--- config.mk ---
export PLATFORM = sky130hd
export DESIGN_NAME = spi_cmd_engine
export DESIGN_NICKNAME = d
export VERILOG_FILES = /design/src/rtl/spi_eng_pkg.sv /design/src/rtl/spi_buf_mem.sv /design/src/rtl/spi_byte_shifter.sv /design/src/rtl/spi_cmd_engine.sv
export SDC_FILE = /design/constraint.sdc
export NUM_CORES = 1
export LEC_CHECK = 0
export BUFFER_PORTS_ARGS = -buffer_cell sky130_fd_sc_hd__buf_4
export CAP_MARGIN = 15
export CELL_PAD_IN_SITES_DETAIL_PLACEMENT = 0
export CELL_PAD_IN_SITES_GLOBAL_PLACEMENT = 2
export CORE_AREA = 10 10 126 128
export CTS_CLUSTER_SIZE = 14
export DETAILED_ROUTE_END_ITERATION = 6
export DIE_AREA = 0 0 136 138
export PLACE_DENSITY = 0.91
export SLEW_MARGIN = 0
export SYNTH_ARGS = -nofsm -noshare
export SYNTH_HDL_FRONTEND = slang
export SYNTH_HIERARCHICAL = 1
export SYNTH_SLANG_ARGS = --single-unit
export TNS_END_PERCENT = 100
--- constraint.sdc ---
create_clock -name clk -period 7.2 [get_ports clk]
set_clock_uncertainty 0.05 [all_clocks]
set_input_delay 1.08 -clock clk [delete_from_list [all_inputs] [get_ports clk]]
set_output_delay 1.08 -clock clk [all_outputs]
set_load 0.02 [all_outputs]
--- src/rtl/spi_eng_pkg.sv ---
package spi_eng_pkg;
    localparam logic [3:0] OFF_OPCODE = 4'h0;
    localparam logic [3:0] OFF_COUNT  = 4'h1;
    localparam logic [3:0] OFF_CTRL   = 4'h2;
    localparam logic [3:0] OFF_DATA   = 4'hC;
    localparam logic [3:0] OFF_STAT   = 4'hD;

    localparam int CTRL_GO_BIT     = 0;
    localparam int CTRL_REWIND_BIT = 4;

    localparam logic [1:0] SPEED_RESET = 2'd3;
endpackage

--- src/rtl/spi_buf_mem.sv ---
module spi_buf_mem #(
    parameter int DEPTH = 8,
    parameter int AW    = $clog2(DEPTH)
) (
    input  logic          clk,
    input  logic          we,
    input  logic [AW-1:0] waddr,
    input  logic [7:0]    wdata,
    input  logic [AW-1:0] raddr,
    output logic [7:0]    rdata
);
    logic [7:0] slots_q [DEPTH];

    always_ff @(posedge clk) begin
        if (we) slots_q[waddr] <= wdata;
    end

    assign rdata = slots_q[raddr];
endmodule

--- src/rtl/spi_byte_shifter.sv ---
module spi_byte_shifter #(
    parameter int DIV_W = 4
) (
    input  logic             clk,
    input  logic             rst_n,
    input  logic             start,
    input  logic [7:0]       tx_byte,
    input  logic [DIV_W-1:0] half_cnt,
    input  logic             miso,
    output logic             sclk,
    output logic             mosi,
    output logic             done,
    output logic [7:0]       rx_byte
);
    typedef struct packed {
        logic             active;
        logic             sclk;
        logic [2:0]       bit_idx;
        logic [DIV_W-1:0] div;
        logic [7:0]       sh;
        logic [7:0]       rx;
        logic             done;
    } shift_t;

    shift_t q, d;

    always_comb begin
        d      = q;
        d.done = 1'b0;
        if (start) begin
            d.active  = 1'b1;
            d.sclk    = 1'b0;
            d.bit_idx = '0;
            d.div     = '0;
            d.sh      = tx_byte;
        end else if (q.active) begin
            if (q.div == half_cnt - 1'b1) begin
                d.div = '0;
                if (!q.sclk) begin
                    d.sclk = 1'b1;
                    d.rx   = {q.rx[6:0], miso};
                end else begin
                    d.sclk = 1'b0;
                    if (q.bit_idx == 3'd7) begin
                        d.active = 1'b0;
                        d.done   = 1'b1;
                    end else begin
                        d.bit_idx = q.bit_idx + 3'd1;
                        d.sh      = {q.sh[6:0], 1'b0};
                    end
                end
            end else begin
                d.div = q.div + 1'b1;
            end
        end
    end

    always_ff @(posedge clk or negedge rst_n) begin
        if (!rst_n) q <= '0;
        else        q <= d;
    end

    assign sclk    = q.sclk;
    assign mosi    = q.sh[7];
    assign done    = q.done;
    assign rx_byte = q.rx;
endmodule

--- src/rtl/spi_cmd_engine.sv ---
module spi_cmd_engine
    import spi_eng_pkg::*;
#(
    parameter int DEPTH    = 8,
    parameter int DIV_UNIT = 1
) (
    input  logic       clk,
    input  logic       rst_n,
    input  logic [3:0] reg_addr,
    input  logic       reg_wr,
    input  logic       reg_rd,
    input  logic [7:0] reg_wdata,
    output logic [7:0] reg_rdata,
    output logic       spi_sclk,
    output logic       spi_cs_n,
    output logic       spi_mosi,
    input  logic       spi_miso
);
    localparam int AW    = $clog2(DEPTH);
    localparam int DIV_W = $clog2(DIV_UNIT * 4 + 1);

    typedef struct packed {
        logic [7:0]    opcode;
        logic [7:0]    count;
        logic [1:0]    speed;
        logic [AW-1:0] ptr;
        logic          active;
        logic [4:0]    idx;
        logic          start;
        logic [7:0]    tx;
    } eng_t;

    eng_t q, d;

    logic          buf_we;
    logic [7:0]    buf_wdata;
    logic [7:0]    buf_rdata;
    logic          sh_done;
    logic [7:0]    sh_rx;
    logic [DIV_W-1:0] half_cnt;
    logic [1:0]    speed_eff;
    logic [3:0]    wr_n, rd_n;
    logic [4:0]    total;
    logic          in_read, drop_first;

    assign wr_n      = q.count[3:0];
    assign rd_n      = q.count[7:4];
    assign total     = 5'd1 + {1'b0, wr_n} + {1'b0, rd_n};
    assign in_read   = q.idx > {1'b0, wr_n};
    assign drop_first = (wr_n == 4'd0) && (q.idx == 5'd1);
    assign speed_eff = (q.speed == 2'd0) ? 2'd3 : q.speed;
    assign half_cnt  = DIV_W'(DIV_UNIT * (int'(speed_eff) + 1));

    always_comb begin
        d         = q;
        d.start   = 1'b0;
        buf_we    = 1'b0;
        buf_wdata = reg_wdata;
        if (!q.active) begin
            if (reg_wr) begin
                case (reg_addr)
                    OFF_OPCODE: d.opcode = reg_wdata;
                    OFF_COUNT:  d.count  = reg_wdata;
                    OFF_STAT:   d.speed  = reg_wdata[5:4];
                    OFF_DATA: begin
                        buf_we = 1'b1;
                        d.ptr  = q.ptr + 1'b1;
                    end
                    OFF_CTRL: begin
                        if (reg_wdata[CTRL_REWIND_BIT]) d.ptr = '0;
                        if (reg_wdata[CTRL_GO_BIT]) begin
                            d.active = 1'b1;
                            d.idx    = '0;
                            d.start  = 1'b1;
                            d.tx     = q.opcode;
                        end
                    end
                    default: ;
                endcase
            end else if (reg_rd && reg_addr == OFF_DATA) begin
                d.ptr = q.ptr + 1'b1;
            end
        end else if (sh_done) begin
            if (in_read && !drop_first) begin
                buf_we    = 1'b1;
                buf_wdata = sh_rx;
                d.ptr     = q.ptr + 1'b1;
            end
            if (q.idx + 5'd1 < total) begin
                d.idx   = q.idx + 5'd1;
                d.start = 1'b1;
                if (q.idx < {1'b0, wr_n}) begin
                    d.tx  = buf_rdata;
                    d.ptr = q.ptr + 1'b1;
                end else begin
                    d.tx = 8'h00;
                end
            end else begin
                d.active = 1'b0;
            end
        end
    end

    always_ff @(posedge clk or negedge rst_n) begin
        if (!rst_n) begin
            q       <= '0;
            q.speed <= SPEED_RESET;
        end else begin
            q <= d;
        end
    end

    always_comb begin
        case (reg_addr)
            OFF_OPCODE: reg_rdata = q.opcode;
            OFF_COUNT:  reg_rdata = q.count;
            OFF_CTRL:   reg_rdata = {7'd0, q.active};
            OFF_DATA:   reg_rdata = buf_rdata;
            OFF_STAT:   reg_rdata = {2'b00, q.speed, 1'b0, 3'(q.ptr)};
            default:    reg_rdata = 8'h00;
        endcase
    end

    spi_buf_mem #(.DEPTH(DEPTH), .AW(AW)) u_buf (
        .clk   (clk),
        .we    (buf_we),
        .waddr (q.ptr),
        .wdata (buf_wdata),
        .raddr (q.ptr),
        .rdata (buf_rdata)
    );

    spi_byte_shifter #(.DIV_W(DIV_W)) u_shift (
        .clk      (clk),
        .rst_n    (rst_n),
        .start    (q.start),
        .tx_byte  (q.tx),
        .half_cnt (half_cnt),
        .miso     (spi_miso),
        .sclk     (spi_sclk),
        .mosi     (spi_mosi),
        .done     (sh_done),
        .rx_byte  (sh_rx)
    );

    assign spi_cs_n = !q.active;

    logic          busy_w;
    logic [7:0]    count_w;
    logic [AW-1:0] ptr_w;
    assign busy_w  = q.active;
    assign count_w = q.count;
    assign ptr_w   = q.ptr;
endmodule

==> impl.org <==
** Synthesis
- Mean area per synthesized cell :: around 14 sq um
- Of the total synthesized cell area, the portion taken by full adders, half adders and majority gates is 0.04262.
- After synthesis, the most frequently instantiated cells are 64 x sky130_fd_sc_hd__edfxtp_1, 59 x sky130_fd_sc_hd__dfrtp_1, 37 x sky130_fd_sc_hd__mux2_2, 33 x sky130_fd_sc_hd__nand2_1, 22 x sky130_fd_sc_hd__inv_1.
- In this run the cell area of the synthesized design comes to approximately 6300 sq um.
- Distinct cell type count of the synthesized netlist :: 67
- Share of the synthesized area in compound gates (AO/OA/AOI/OAI) :: 0.07833
- Yosys printed 6 warnings.
- Of the post-synthesis cell area, the part taken by muxes is 0.1659.
- Fraction of registers with async set/reset :: 0.4880
- Among all cell types in the netlist, the one instantiated most often is sky130_fd_sc_hd__edfxtp_1.
- Main area contributors after synthesis :: sky130_fd_sc_hd__edfxtp_1 30%, sky130_fd_sc_hd__dfrtp_1 23%, sky130_fd_sc_hd__mux2_2 6.6%
- Of the total synthesized cell area, the portion taken by XOR and XNOR cells is 0.02111.
- Post-synth top area share :: 0.3031
- In this run, synthesis produced a sequential element count of 125.
- Number of instances in the synthesized netlist :: 463
- Simple-Gate Fraction of Synth Area :: 0.1067
- Most area-hungry cell type in the Yosys netlist :: sky130_fd_sc_hd__edfxtp_1
- Post-Synthesis Net Count :: roughly 500
- In the synthesized netlist the dominant register cell turns out to be sky130_fd_sc_hd__edfxtp_1.
- The share of the Yosys chip area taken by registers is 0.5442.
- Dominant combinational cell family by area after synthesis :: multiplexers
- In this run, synthesis inferred 64 flip-flops with an integrated enable.

** Worst setup path
- The worst setup path is launched from a register.
- At the worst endpoint, the required time is 6.07 ns.
- For this design, the slowest cell found on the critical path is sky130_fd_sc_hd__dfrtp_1.
- The largest single stage delay on the critical path is 1.04 ns.
- At the worst endpoint, the arrival time is 3.15 ns.
- Crit path max fanout :: 25
- The worst setup path is of the reg2out kind.
- The critical path goes through mux4_1 > mux2_2 > a222oi_1 > inv_1 > buf_4.
- Sort of element at the end of the critical path :: primary output

** Clock network
- Clock tree synthesis found a total of 125 sinks.
- CTS-repair resized insts :: 0
- CTS built an H-tree with a depth of 4.
- TritonCTS clock tree :: built
- The cell sitting at the root of the clock tree is a sky130_fd_sc_hd__clkbuf_16.
- Once the clock tree was built, the setup fixing pass inserted 0 buffers.
- The longest clock path from root to sink contains 2 buffers.
- Clock latency on the worst-skew pair, taken at its later pin, is about 0.42 ns.
- Hold-fix buffer count after cts :: 0
- Counting the buffers created by CTS gives 17.
- Clock-pin slew was measured on the worst setup and hold paths at 0.06 ns.

** Finish
- 0 antenna diodes ended up in the layout.
- Post-layout utilization of the core :: 0.5304
- In the final layout, the multi-input gates occupy 2630 sq um.
- Footprint of the flip-flops and latches :: 3451 sq um
- Of the cells placed in the final design, the portion with a size suffix greater than 1 is 0.2400.
- Layout net count :: 525
- Fill cell total of the finished layout :: 1162
- Relative to the synthesized area, the layout overhead comes to 12.96%.

** Global routing
- Initial antenna violation count :: 0
- Global routing finished with a remaining overflow of 0.
- Vias in the first global route :: around 4000
- Pin count of the biggest net entering global routing :: 62
- For this run, the total global-route usage over all layers was measured as 0.1520.
- Wire length of the first global-routing pass :: between 20000 and 25000 um

** Floorplanning
- The die covers 18770 sq um.
- In this run the horizontal extent of the chip is ~140 um.
- The floorplan has 43 rows.
- The core region is 13500 sq um.
- Starting density of the core :: 0.4696
- Top-level I/O count :: 28
- From bottom edge to top edge, the die measures 138 um.

** Route
- The first routing iteration left 282 violations.
- Overall routed net length :: 13740 um
- The first detailed-routing pass took 5 iterations.
- Total via count in the routed design :: about 3900
- Vias per std cell :: 5.693
- The detail route stage leaves a number of antenna-violating nets equal to 0.
- Number of remaining DRC errors :: 0
- Routed WL per cell :: between 20 and 25 um

** Timing
- Final setup violation count :: 0
- Headroom to the max-slew limit came out at 0.2498.
- Worst Tran Pin Value :: 1.117 ns
- Setup repair after global routing left no endpoint under its margin.
- Based on the critical path, the design can be clocked at up to 233.6 MHz.
- Number of hold violations in the final report :: 0
- The worst path needs 4.281 ns of the cycle, external delays included.
- Final count of pins violating max slew :: 0
- Total Negative Setup Slacks :: 0 ns
- Dividing the final minimum period by the clock period gives 0.5946.

** Run
- The tool flagged a number of max-cap violations equal to 0.

** Run status
- The flow ran to the end, and the final reports show no timing, DRC or antenna violations.

** Pwr
- VDD sags by at most 0.0001986 V.
- The analysis attributes to cell leakage a power of 2.901 nW.
- Power density cells :: ~260 nW/um^2

** Min path
- The path class of the tightest hold or removal check is reg2reg.

** Place
- HPWL Detailed :: 9479 um
- The congestion estimate from routability-driven global placement came to 0.7533.
- # port buffers :: 27
==> worst paths after layout <==
check                                 endpoint     startpoint  cells after the start  slack [ns]
min reg2reg                      u_shift/q[11]  u_shift/q[11]                      1        0.46
min in group asynchronous                 q[9]          rst_n                      1        0.68
max reg2reg                u_buf/slots_q[4][5]     count_w[1]                      9        3.82
min                              u_shift/q[11]  u_shift/q[11]                      1        0.46
max in group asynchronous        u_shift/q[15]          rst_n                      1        5.89
max                               reg_rdata[7]       ptr_w[0]                      5        2.92
==> critical path, delay by kind of cell, from the launching register on <==
kind                   cells  cell delay (ns)
DFF                        1             1.04
AOI/OAI and AO/OA          1             0.47
buffers and inverters      2             0.26
muxes                      2             0.94
==> metal layers <==
metal,GRT usage,up-vias,part of all wire
met4,0.04711,0,0.010
met3,0.04420,10,0.037
li1,-,1820,-
met1,0.1823,1967,0.43
met2,0.2559,74,0.52
met5,0,-,0
==> placed cells by master, fill, tap and decap left out, types with 7 or more instances in the layout <==
| cell | count |
|---|---|
| sky130_fd_sc_hd__nand3_1 | 8 |
| sky130_fd_sc_hd__clkbuf_16 | 17 |
| sky130_fd_sc_hd__o21ai_1 | 9 |
| sky130_fd_sc_hd__nand2_1 | 33 |
| sky130_fd_sc_hd__edfxtp_1 | 64 |
| sky130_fd_sc_hd__o21ai_0 | 10 |
| sky130_fd_sc_hd__nor2_1 | 19 |
| sky130_fd_sc_hd__mux4_1 | 15 |
| sky130_fd_sc_hd__mux2_2 | 37 |
| sky130_fd_sc_hd__ha_1 | 20 |
| sky130_fd_sc_hd__buf_4 | 31 |
| sky130_fd_sc_hd__mux2_1 | 15 |
| sky130_fd_sc_hd__o41ai_1 | 7 |
| sky130_fd_sc_hd__nand2b_1 | 8 |
| sky130_fd_sc_hd__dfrtp_1 | 59 |
| sky130_fd_sc_hd__a21oi_1 | 17 |
| sky130_fd_sc_hd__nand3b_1 | 9 |
| sky130_fd_sc_hd__inv_1 | 22 |
==> sequential cells by signal, indices dropped and copies added (netlist names) <==
| register | count |
|---|---|
| u_shift/sclk | 1 |
| busy_w | 1 |
| u_shift/q | 14 |
| u_shift/rx_byte | 8 |
| count_w | 8 |
| u_shift/done | 1 |
| ptr_w | 3 |
| q | 24 |
| u_buf/slots_q | 64 |
| u_shift/mosi | 1 |
==> report_power, final <==
group / internal [mW] / switching [mW] / total (mW) / leakage [nW]
logic: 0.104 / 0.117 / 0.221 / 1.32
clock network: 0.445 / 0.326 / 0.771 / 0.257
registers: 0.809 / 0.0474 / 0.856 / 1.32
==> final cells by class <==
cell class,count,area share
well taps,180,0.03144
clock inverters,14,0.01572
clock buffers,18,0.05991
flip-flops and latches,125,0.4817
repair buffers,31,0.03249
inverters,22,0.01153
multi-input cells,290,0.3672
==> through the flow <==
| step | cells | hold WS [ns] | power, mW | area (sq um) | setup WS [ns] |
|---|---|---|---|---|---|
| 6_report | 680 | 0.4597 | 1.849 | 7163 | 2.919 |
| 2_1_floorplan | 463 | 0.4160 | 1.040 | 6341 | 3.992 |
| 3_3_place_gp | 647 | 0.4322 | 1.077 | 6614 | 3.361 |
| 5_1_grt | 680 | 0.4728 | 1.929 | 7163 | 2.738 |
| 4_1_cts | 679 | 0.4579 | 1.864 | 7156 | 2.880 |
| 3_5_place_dp | 647 | 0.4426 | 1.089 | 6614 | 3.352 |
==> kinds of logic after synthesis <==
| group | Yosys count |
|---|---|
| buffers and inverters | 48 |
| and+or+nand+nor | 111 |
| muxes | 73 |
| AOI/OAI and AO/OA | 73 |
| xor gates and xnor gates | 12 |
| adders and majority gates | 21 |
| DFF | 125 |
(Power assumes the default switching activity.)
